==> config.mk <==
export PLATFORM = sky130hd
export DESIGN_NAME = lut_temp_index
export DESIGN_NICKNAME = d
export VERILOG_FILES = /design/src/rtl/lti_pkg.sv /design/src/rtl/lti_ctrl.sv /design/src/rtl/lti_datapath.sv /design/src/rtl/lut_temp_index.sv
export SDC_FILE = /design/constraint.sdc
export NUM_CORES = 1
export LEC_CHECK = 0
export ABC_AREA = 1
export CAP_MARGIN = 20
export CORE_MARGIN = 3
export CORE_UTILIZATION = 50
export CTS_BUF_LIST = sky130_fd_sc_hd__clkbuf_8
export CTS_CLUSTER_SIZE = 12
export DETAILED_ROUTE_END_ITERATION = 7
export GPL_TIMING_DRIVEN = 1
export HOLD_SLACK_MARGIN = 0.06
export PLACE_DENSITY = 0.84
export SYNTH_ARGS = -nofsm -noshare
export SYNTH_HDL_FRONTEND = slang
export SYNTH_SLANG_ARGS = --single-unit
==> constraint.sdc <==
create_clock -name clk -period 4 [get_ports clk]
set_clock_uncertainty 0.05 [all_clocks]
set_input_delay 0.6 -clock clk [delete_from_list [all_inputs] [get_ports clk]]
set_output_delay 0.6 -clock clk [all_outputs]
set_load 0.01 [all_outputs]
==> src/rtl/lti_pkg.sv <==
package lti_pkg;

  // Load requests from the control path to the index datapath.
  typedef struct packed {
    logic takeHost;   // load saturated host value
    logic takeFresh;  // load bin of sample, no dead band
    logic takeRise;   // step up to bin of sample
    logic takeFall;   // step down to bin of sample plus dead band
  } ltiStrobe_t;

endpackage

==> src/rtl/lti_ctrl.sv <==
module lti_ctrl
  import lti_pkg::*;
(
  input  logic       clk,
  input  logic       rstN,
  input  logic       tempValid,
  input  logic       standby,
  input  logic       autoOff,
  input  logic       hostWrEn,
  input  logic       riseAbove,
  input  logic       fallBelow,
  output ltiStrobe_t strobe
);

  logic primed;
  logic sampleGo;

  assign sampleGo = tempValid && !standby && !autoOff;

  // primed is low until a sample has been taken since reset or standby.
  always_ff @(posedge clk) begin
    if (!rstN)          primed <= 1'b0;
    else if (standby)   primed <= 1'b0;
    else if (sampleGo)  primed <= 1'b1;
  end

  always_comb begin
    strobe           = '0;
    strobe.takeHost  = autoOff && hostWrEn;
    strobe.takeFresh = sampleGo && !primed;
    strobe.takeRise  = sampleGo && primed && riseAbove;
    strobe.takeFall  = sampleGo && primed && !riseAbove && fallBelow;
  end

endmodule

==> src/rtl/lti_datapath.sv <==
module lti_datapath
  import lti_pkg::*;
#(
  parameter int TEMP_W     = 8,
  parameter int HOST_W     = 8,
  parameter int NUM_BINS   = 36,
  parameter int BIN_SHIFT  = 2,
  parameter int FIRST_EDGE = -36,
  parameter int HYST_DEG   = 1,
  parameter int IDX_W      = $clog2(NUM_BINS)
) (
  input  logic                     clk,
  input  logic                     rstN,
  input  logic signed [TEMP_W-1:0] tempSample,
  input  logic        [HOST_W-1:0] hostWrData,
  input  ltiStrobe_t               strobe,
  output logic                     riseAbove,
  output logic                     fallBelow,
  output logic        [IDX_W-1:0]  lutIndex,
  output logic                     indexUpdate
);

  localparam int EXT_W = TEMP_W + 2;
  localparam int BIN_W = 1 << BIN_SHIFT;
  localparam int BASE  = FIRST_EDGE - BIN_W;
  localparam logic [IDX_W-1:0] TOP_IDX = IDX_W'(NUM_BINS - 1);
  localparam logic signed [EXT_W-1:0] BASE_EXT = EXT_W'(BASE);
  localparam logic signed [EXT_W-1:0] TOP_EXT  = EXT_W'(NUM_BINS - 1);
  localparam logic signed [EXT_W-1:0] HYST_EXT = EXT_W'(HYST_DEG);

  function automatic logic [IDX_W-1:0] winOf(input logic signed [EXT_W-1:0] t);
    logic signed [EXT_W-1:0] off;
    logic signed [EXT_W-1:0] q;
    off = t - BASE_EXT;
    q   = off >>> BIN_SHIFT;
    if (off[EXT_W-1])  return '0;
    else if (q > TOP_EXT) return TOP_IDX;
    else return q[IDX_W-1:0];
  endfunction

  logic signed [EXT_W-1:0] tExt;
  logic signed [EXT_W-1:0] tBand;
  logic        [IDX_W-1:0] riseIdx;
  logic        [IDX_W-1:0] fallIdx;
  logic        [IDX_W-1:0] hostSat;
  logic        [IDX_W-1:0] idxQ;
  logic        [IDX_W-1:0] idxNext;
  logic                    updQ;

  assign tExt    = {{2{tempSample[TEMP_W-1]}}, tempSample};
  assign tBand   = tExt + HYST_EXT;
  assign riseIdx = winOf(tExt);
  assign fallIdx = winOf(tBand);

  assign riseAbove = riseIdx > idxQ;
  assign fallBelow = fallIdx < idxQ;

  generate
    if (HOST_W > IDX_W) begin : g_hostWide
      assign hostSat = (hostWrData > HOST_W'(NUM_BINS - 1)) ? TOP_IDX
                                                             : hostWrData[IDX_W-1:0];
    end else begin : g_hostNarrow
      logic [IDX_W-1:0] hostExt;
      assign hostExt = IDX_W'(hostWrData);
      assign hostSat = (hostExt > TOP_IDX) ? TOP_IDX : hostExt;
    end
  endgenerate

  always_comb begin
    idxNext = idxQ;
    if (strobe.takeHost)                        idxNext = hostSat;
    else if (strobe.takeFresh || strobe.takeRise) idxNext = riseIdx;
    else if (strobe.takeFall)                   idxNext = fallIdx;
  end

  always_ff @(posedge clk) begin
    if (!rstN) begin
      idxQ <= '0;
      updQ <= 1'b0;
    end else begin
      idxQ <= idxNext;
      updQ <= (idxNext != idxQ);
    end
  end

  assign lutIndex    = idxQ;
  assign indexUpdate = updQ;

endmodule

==> src/rtl/lut_temp_index.sv <==
module lut_temp_index
  import lti_pkg::*;
#(
  parameter int TEMP_W     = 8,
  parameter int HOST_W     = 8,
  parameter int NUM_BINS   = 36,
  parameter int BIN_SHIFT  = 2,
  parameter int FIRST_EDGE = -36,
  parameter int HYST_DEG   = 1,
  parameter int IDX_W      = $clog2(NUM_BINS)
) (
  input  logic              clk,
  input  logic              rstN,
  input  logic [TEMP_W-1:0] tempSample,
  input  logic              tempValid,
  input  logic              standby,
  input  logic              autoOff,
  input  logic              hostWrEn,
  input  logic [HOST_W-1:0] hostWrData,
  output logic [IDX_W-1:0]  lutIndex,
  output logic              indexUpdate
);

  ltiStrobe_t strobe;
  logic       riseAbove;
  logic       fallBelow;

  lti_ctrl u_ctrl (
    .clk       (clk),
    .rstN      (rstN),
    .tempValid (tempValid),
    .standby   (standby),
    .autoOff   (autoOff),
    .hostWrEn  (hostWrEn),
    .riseAbove (riseAbove),
    .fallBelow (fallBelow),
    .strobe    (strobe)
  );

  lti_datapath #(
    .TEMP_W     (TEMP_W),
    .HOST_W     (HOST_W),
    .NUM_BINS   (NUM_BINS),
    .BIN_SHIFT  (BIN_SHIFT),
    .FIRST_EDGE (FIRST_EDGE),
    .HYST_DEG   (HYST_DEG),
    .IDX_W      (IDX_W)
  ) u_dp (
    .clk         (clk),
    .rstN        (rstN),
    .tempSample  (tempSample),
    .hostWrData  (hostWrData),
    .strobe      (strobe),
    .riseAbove   (riseAbove),
    .fallBelow   (fallBelow),
    .lutIndex    (lutIndex),
    .indexUpdate (indexUpdate)
  );

endmodule

==> results.txt, run 1 <==
Fillers - 116
Switching power - 0.183 mW
Violated checks - negative setup slack
Crit path launch type - primary input
Area grow syn2layout - 64.3%
Post-Layout Inst Area - 0.00205 sq mm
Seq pwr share - 20.0%
Clock power share - 22.3%
Synthesized area - 0.00125 sq mm
Register area share after synthesis - 12.8%
Max clock buf depth - 2
Ports - 29
First-pass GRT wire length - 7070 um
Gate Count Post-Synth - 215
Met3 Use GR - 7.66%
Setup violations, final - 1
Wire per inst - 16.9 um
Worst-skew pair later-pin latency - 240 ps
Mean Syn Cell Area - 5.81 sq um
Ys Warns - 0
Final Hold Vio Count - 0
Dpl ws - -484 ps
Hold path start - u_ctrl.primed$_SDFFE_PP0P_
Total track usage - 28.3%
Number of remaining DRC errors - 0
Slew Viols, Final - 0
Worst setup margin - -69.3 ps
Switch share - 40.2%
Via Count - 1890
Via/cell ratio - 5.91
Fin crit share - 102%
Final nets - 330
Post-DP Area - 0.00186 sq mm
Clk pin slew, worst setup/hold paths - 50 ps
Layout cells sized above 1 - 29.1%
Pleak - 1.08 nW
R2r worst-path depth - 21
RR Startpoint - u_dp.lutIndex[3]$_SDFF_PN0_
Critical path type - in -> reg
CTS buffer count - 3
Outcome - finished with violations
Initial core utilization - 54.4%
Area of the core - 0.00230 sq mm
Reg-to-reg slack, setup - 1000 ps
Hold Crit Depth - 1
CTS tree - built
Peak supply drop - 0.253 mV
Internal Power - 0.273 mW
CP Max Fanout - 7
CP Data Required Time - 4070 ps
Max-cap check violation count - 0
H-tree depth - 1
Die height - 56.0 um
Initial drt markers - 172
Row count - 17
DRT antenna net count - 0
R2R Path End - u_dp.indexUpdate$_SDFF_PN0_
Hold EP - u_ctrl.primed$_SDFFE_PP0P_
Maximum number of pins on one net before global-route repair - 10
GR Util met2 - 49.2%
WP data arrival - 4140 ps
DP HPWL - 3470 um
Util after Layout - 89.3%
Grt total ovfl - 0
# port buffers - 28
Die W - 56.0 um
PwrDens - 222 mW/mm^2
Mapped Nets - 251
Gpl congestion - 0.888
Slew of the pin with the lowest slew margin - 552 ps
Min Hold Slack - 483 ps
Vias in the first global route - 1617
Distinct cell type count after synthesis - 28
Met1 usage - 33.8%
Busiest grt layer - met2
Slew headroom - 63.1%
Post-synthesis register bit count - 8
Worst Setup End Kind - register
Fin crit period - 4070 ps
Antenna Diode Count - 0
FMAX - 246 MHz
Drt pass-1 iters - 5
Clock Tree Root - clkbuf_8
Combinational power share - 57.7%
Clock sink count - 8
Min-delay worst type - reg -> reg
Die Footprint - 0.00313 sq mm
Initial antenna violation count - 0
Final wirelength - 5420 um
# hold bufs at CTS - 0
==> through the flow <==
step	total power, mW	cells	TNS [ps]
floorplan	0.210	215	0
global placement	0.308	311	-267
detailed placement	0.317	311	-1450
CTS	0.432	316	0
global route	0.481	320	-155
finish	0.456	320	-69.3
==> worst max-delay path by stage <==
stage                              from  slack, ps  cells after the start                          end
final                     tempSample[4]        -70                     28  u_dp.indexUpdate$_SDFF_PN0_
after CTS                 tempSample[4]         10                     28  u_dp.indexUpdate$_SDFF_PN0_
after global placement    tempSample[3]       -270                     32  u_dp.indexUpdate$_SDFF_PN0_
after global routing      tempSample[4]       -160                     27  u_dp.indexUpdate$_SDFF_PN0_
after detailed placement  tempSample[3]       -480                     32  u_dp.indexUpdate$_SDFF_PN0_
after floorplan           tempSample[3]        430                     30  u_dp.indexUpdate$_SDFF_PN0_
==> power groups by stage <==
stage / sequential (mW) / clock (mW) / combinational (mW)
detailed placement: 0.0918 / 0 / 0.226
CTS: 0.0905 / 0.100 / 0.241
global placement: 0.0917 / 0 / 0.216
global route: 0.0914 / 0.106 / 0.283
floorplan: 0.0930 / 0 / 0.117
finish: 0.0911 / 0.102 / 0.263
==> Yosys cell counts <==
cell type,instances,area share (%)
o21ai_2,1,0.70
nand2_4,2,1.8
a21oi_2,1,0.70
inv_2,5,1.5
o21a_1,1,0.60
o31ai_1,1,0.60
o21ai_0,4,1.6
a21oi_1,12,4.8
o211ai_1,1,0.60
a31oi_1,1,0.50
dfxtp_1,8,13
nor3b_1,1,0.60
ha_1,14,14
nand3b_1,2,1.2
o21ai_1,3,1.2
nor2_1,20,6.0
nor3_2,1,0.80
nor4_4,1,1.7
nand2_1,66,20
nand3_1,30,12
nor2_2,2,1.0
a32oi_1,1,0.70
a31oi_2,1,1.0
inv_1,26,7.8
nand4_1,3,1.5
nand2_2,4,2.0
nand3_2,2,1.6
xor2_1,1,0.70
==> metal layers <==
metal  wire, um  share of wire, %
met5          0                 0
met4        301               5.6
met3        566                10
met2       2450                45
met1       2100                39
==> layout make-up <==
| type | instances | area (sq um) | area share (%) |
|---|---|---|---|
| Multi-Input combinational cell | 176 | 1050 | 51.3 |
| Timing Repair Buffer | 74 | 646 | 31.5 |
| Sequential cell | 8 | 160 | 7.80 |
| Inverter | 31 | 116 | 5.67 |
| Clock buffer | 3 | 41.3 | 2.01 |
| Tap cell | 28 | 35.0 | 1.71 |
==> worst max-delay path: stages <==
cell and delay (ps):
dlymetal6s2s_1 150, buf_4 170, a21oi_2 270, xor2_2 270, a31oi_4 150, inv_2 80, nand2_1 60, nor2_2 150
ha_4 230, nand2_1 80, inv_1 40, o21ai_1 130, o211ai_1 120, o21ai_1 140, nand2_1 160, nor4_4 260
buf_6 170, nand2_4 70, nand2_1 90, nand3_1 110, nand2_2 90, nand2_1 60, nand2_1 70, nand2_1 60
nor2_2 130, nand2_1 70, nor2_1 100, nor2_1 50
==> logic make-up after synthesis <==
group                    share of synthesized area, %
adder cells (fa/ha/maj)                          14.0
buffers and inverters                            9.32
XOR/XNOR                                        0.702
AND/OR/NAND/NOR                                  50.1
AO/OA/AOI/OAI                                    13.0
flip-flops                                       12.8
==> cell usage in the layout, fill, tap and decap left out, drive strengths merged <==
master         instances
a31oi                  2
nor3b                  1
o21ai                  8
clkdlybuf4s50         23
dfxtp                  8
nand2                 72
o21a                   1
nor4                   1
ha                    14
nand4                  3
o31ai                  1
a32oi                  1
a21oi                 13
dlymetal6s2s           5
buf                   46
inv                   31
nand3                 32
nor3                   1
o211ai                 1
nand3b                 2
nor2                  22
xor2                   1
clkbuf                 3
==> state kept, by name, summed over array words and instances, names as in the netlist <==
name              flops
u_dp.lutIndex         6
u_ctrl.primed         1
u_dp.indexUpdate      1
==> timing repair <==
item	in CTS	in global routing
pin swaps	6	8
gates cloned	0	0
setup endpoints to repair	1	6
resized for setup	14	13
setup buffers	2	4
No activity file was read; power rests on OpenSTA's default activity.
==> run 2, diff against run 1 <==
--- a/config.mk
+++ b/config.mk
@@ -10,7 +10,7 @@
 export CORE_MARGIN = 3
 export CORE_UTILIZATION = 50
 export CTS_BUF_LIST = sky130_fd_sc_hd__clkbuf_8
-export CTS_CLUSTER_SIZE = 12
+export CTS_CLUSTER_SIZE = 16
 export DETAILED_ROUTE_END_ITERATION = 7
 export GPL_TIMING_DRIVEN = 1
 export HOLD_SLACK_MARGIN = 0.06
@@ -18,3 +18,4 @@
 export SYNTH_ARGS = -nofsm -noshare
 export SYNTH_HDL_FRONTEND = slang
 export SYNTH_SLANG_ARGS = --single-unit
+export TNS_END_PERCENT = 20
==> constraint.sdc (replaced) <==
create_clock -name clk -period 4 [get_ports clk]
set_clock_uncertainty 0.05 [all_clocks]
set_input_delay 0.4 -clock clk [delete_from_list [all_inputs] [get_ports clk]]
set_output_delay 0.4 -clock clk [all_outputs]
set_load 0.01 [all_outputs]
==> run 2 against run 1 <==
  * The run now ends clean
  * Power decreased by 7.7%
  * Flip-flop and latch count unchanged
  * Clock-buffer cell count unchanged
  * Worst setup slack better by 280 ps
  * Largest power group unchanged
  * Clock power hardly changed
  * Global-route usage decreased by 3.6 points
  * Sequential power is 0.5% lower
  * Cell area down 6.3%
  * Combinational power shrank 12%
  * Core utilization fell by 5.7 points
  * Die area stayed put
  * Non-clock buffer count decreased by 13
==> results.txt, run 2 (same netlist as run 1, synthesis figures left out) <==
CP Max Fanout - 6
Critical path type - in -> reg
Clock Tree Root - clkbuf_8
Area of the multi-input gates - 0.00101 sq mm
Area grow syn2layout - 53.9%
Die Footprint - 0.00313 sq mm
Register area - 160 sq um
Worst-skew pair later-pin latency - 230 ps
Clock sink count - 8
Slew Viols, Final - 0
Total track usage - 24.6%
CTS buffer count - 3
Vias in the first global route - 1402
Crit path launch type - primary input
Worst Setup End Kind - register
FMAX - 264 MHz
Min-delay worst type - reg -> reg
Most common cell after layout, fill and taps aside - nand2_1
Hold path start - u_ctrl.primed$_SDFFE_PP0P_
Slew of the pin with the lowest slew margin - 391 ps
Pwr Total - 0.421 mW
Fin crit period - 3790 ps
Layout cells sized above 1 - 22.9%
DP HPWL - 3050 um
Outcome - finished, final reports clean
Fin crit share - 94.8%
RR Startpoint - u_dp.lutIndex[3]$_SDFF_PN0_
Ports - 29
Number of remaining DRC errors - 0
Final wirelength - 4180 um
Via Count - 1667
H-tree depth - 1
WP data arrival - 3850 ps
Die W - 56.0 um
Final nets - 317
Area of the core - 0.00230 sq mm
Largest register FFs - 6
DRT antenna net count - 0
Clk pin slew, worst setup/hold paths - 40 ps
CP Data Required Time - 4060 ps
GR Util met2 - 38.2%
Die height - 56.0 um
Gpl congestion - 0.829
Max-cap check violation count - 0
Busiest grt layer - met2
Pleak - 1.03 nW
PwrDens - 219 mW/mm^2
Slew headroom - 73.6%
Initial drt markers - 96
Initial antenna violation count - 0
Setup violations, final - 0
Crit path from - tempSample[4]
Via/cell ratio - 5.43
Most frequent cells in the layout - nand2_1, nand3_1, buf_4, inv_1, clkdlybuf4s50_1
First-pass GRT wire length - 6220 um
Row count - 17
Met3 Use GR - 4.87%
Wire per inst - 13.6 um
# port buffers - 28
Final Hold Vio Count - 0
Drt pass-1 iters - 4
Fillers - 141
Met1 usage - 35.4%
CTS tree - built
Final setup TNS - 0 ps
Max clock buf depth - 2
Antenna Diode Count - 0
Initial core utilization - 54.4%
Maximum number of pins on one net before global-route repair - 10
Grt total ovfl - 0
Peak supply drop - 0.270 mV
==> run 2: changes by cell type in the layout (fill, tap and decap cells not counted), sizes merged <==
cell,change
clkdlybuf4s50,-1
buf,-13
dlymetal6s2s,+1
==> run 2: stage by stage <==
stage	instance area, sq um	hold slack, ps	instances	utilization [%]	worst slack [ps]
6_report	1920	438	307	83.7	206
5_1_grt	1920	444	307	83.7	-47.6
4_1_cts	1820	429	302	79.2	3.81
3_5_place_dp	1770	420	298	76.9	-237
3_3_place_gp	1770	415	298	76.9	-67.5
2_1_floorplan	1250	391	215	-	626
==> run 2: layout make-up <==
type	instances	share of cell area (%)
clock buffer	3	2.15
inverter	31	6.05
multi-input combinational	176	52.8
sequential	8	8.33
tap	28	1.82
timing repair buffer	61	28.8
==> run 2: timing repair <==
action                     4_1_cts  5_1_grt
setup endpoints to repair        1        6
cloned                           0        0
setup buffers                    1        5
pin swaps                        1       11
hold buffers                     0        0
gates resized for setup          2       19
==> run 2: worst paths after layout <==
kind	cells after the start	end	slack, ps
max	27	u_dp.indexUpdate$_SDFF_PN0_	210
min	1	u_ctrl.primed$_SDFFE_PP0P_	440
max reg2reg	21	u_dp.indexUpdate$_SDFF_PN0_	1170
min reg2reg	1	u_ctrl.primed$_SDFFE_PP0P_	440
==> run 2: routing by layer <==
metal	vias to the layer above	share of wire, %
li1	838	-
met1	767	47
met3	6	5.2
met5	-	0
met4	0	1.1
met2	56	47
==> run 2: worst max-delay path, cell delays in order <==
cell	delay (ps)
dlymetal6s2s_1	170
buf_6	150
a21oi_2	220
xor2_1	340
a31oi_4	160
a21oi_1	260
inv_1	80
ha_1	280
inv_1	70
nor2_1	40
nor2_1	70
o211ai_1	90
o21ai_1	150
nand2_1	150
nor4_4	150
buf_4	180
nand2_4	70
nand2_1	60
nand3_1	80
nand2_2	110
nand2_1	70
nand2_1	60
nand2_1	70
nor2_2	140
nand2_1	60
nor2_1	110
nor2_1	50
==> run 2: power by group <==
part	switching [mW]	internal (mW)
sequential	0.00524	0.0854
clock	0.0336	0.0654
combinational	0.125	0.107
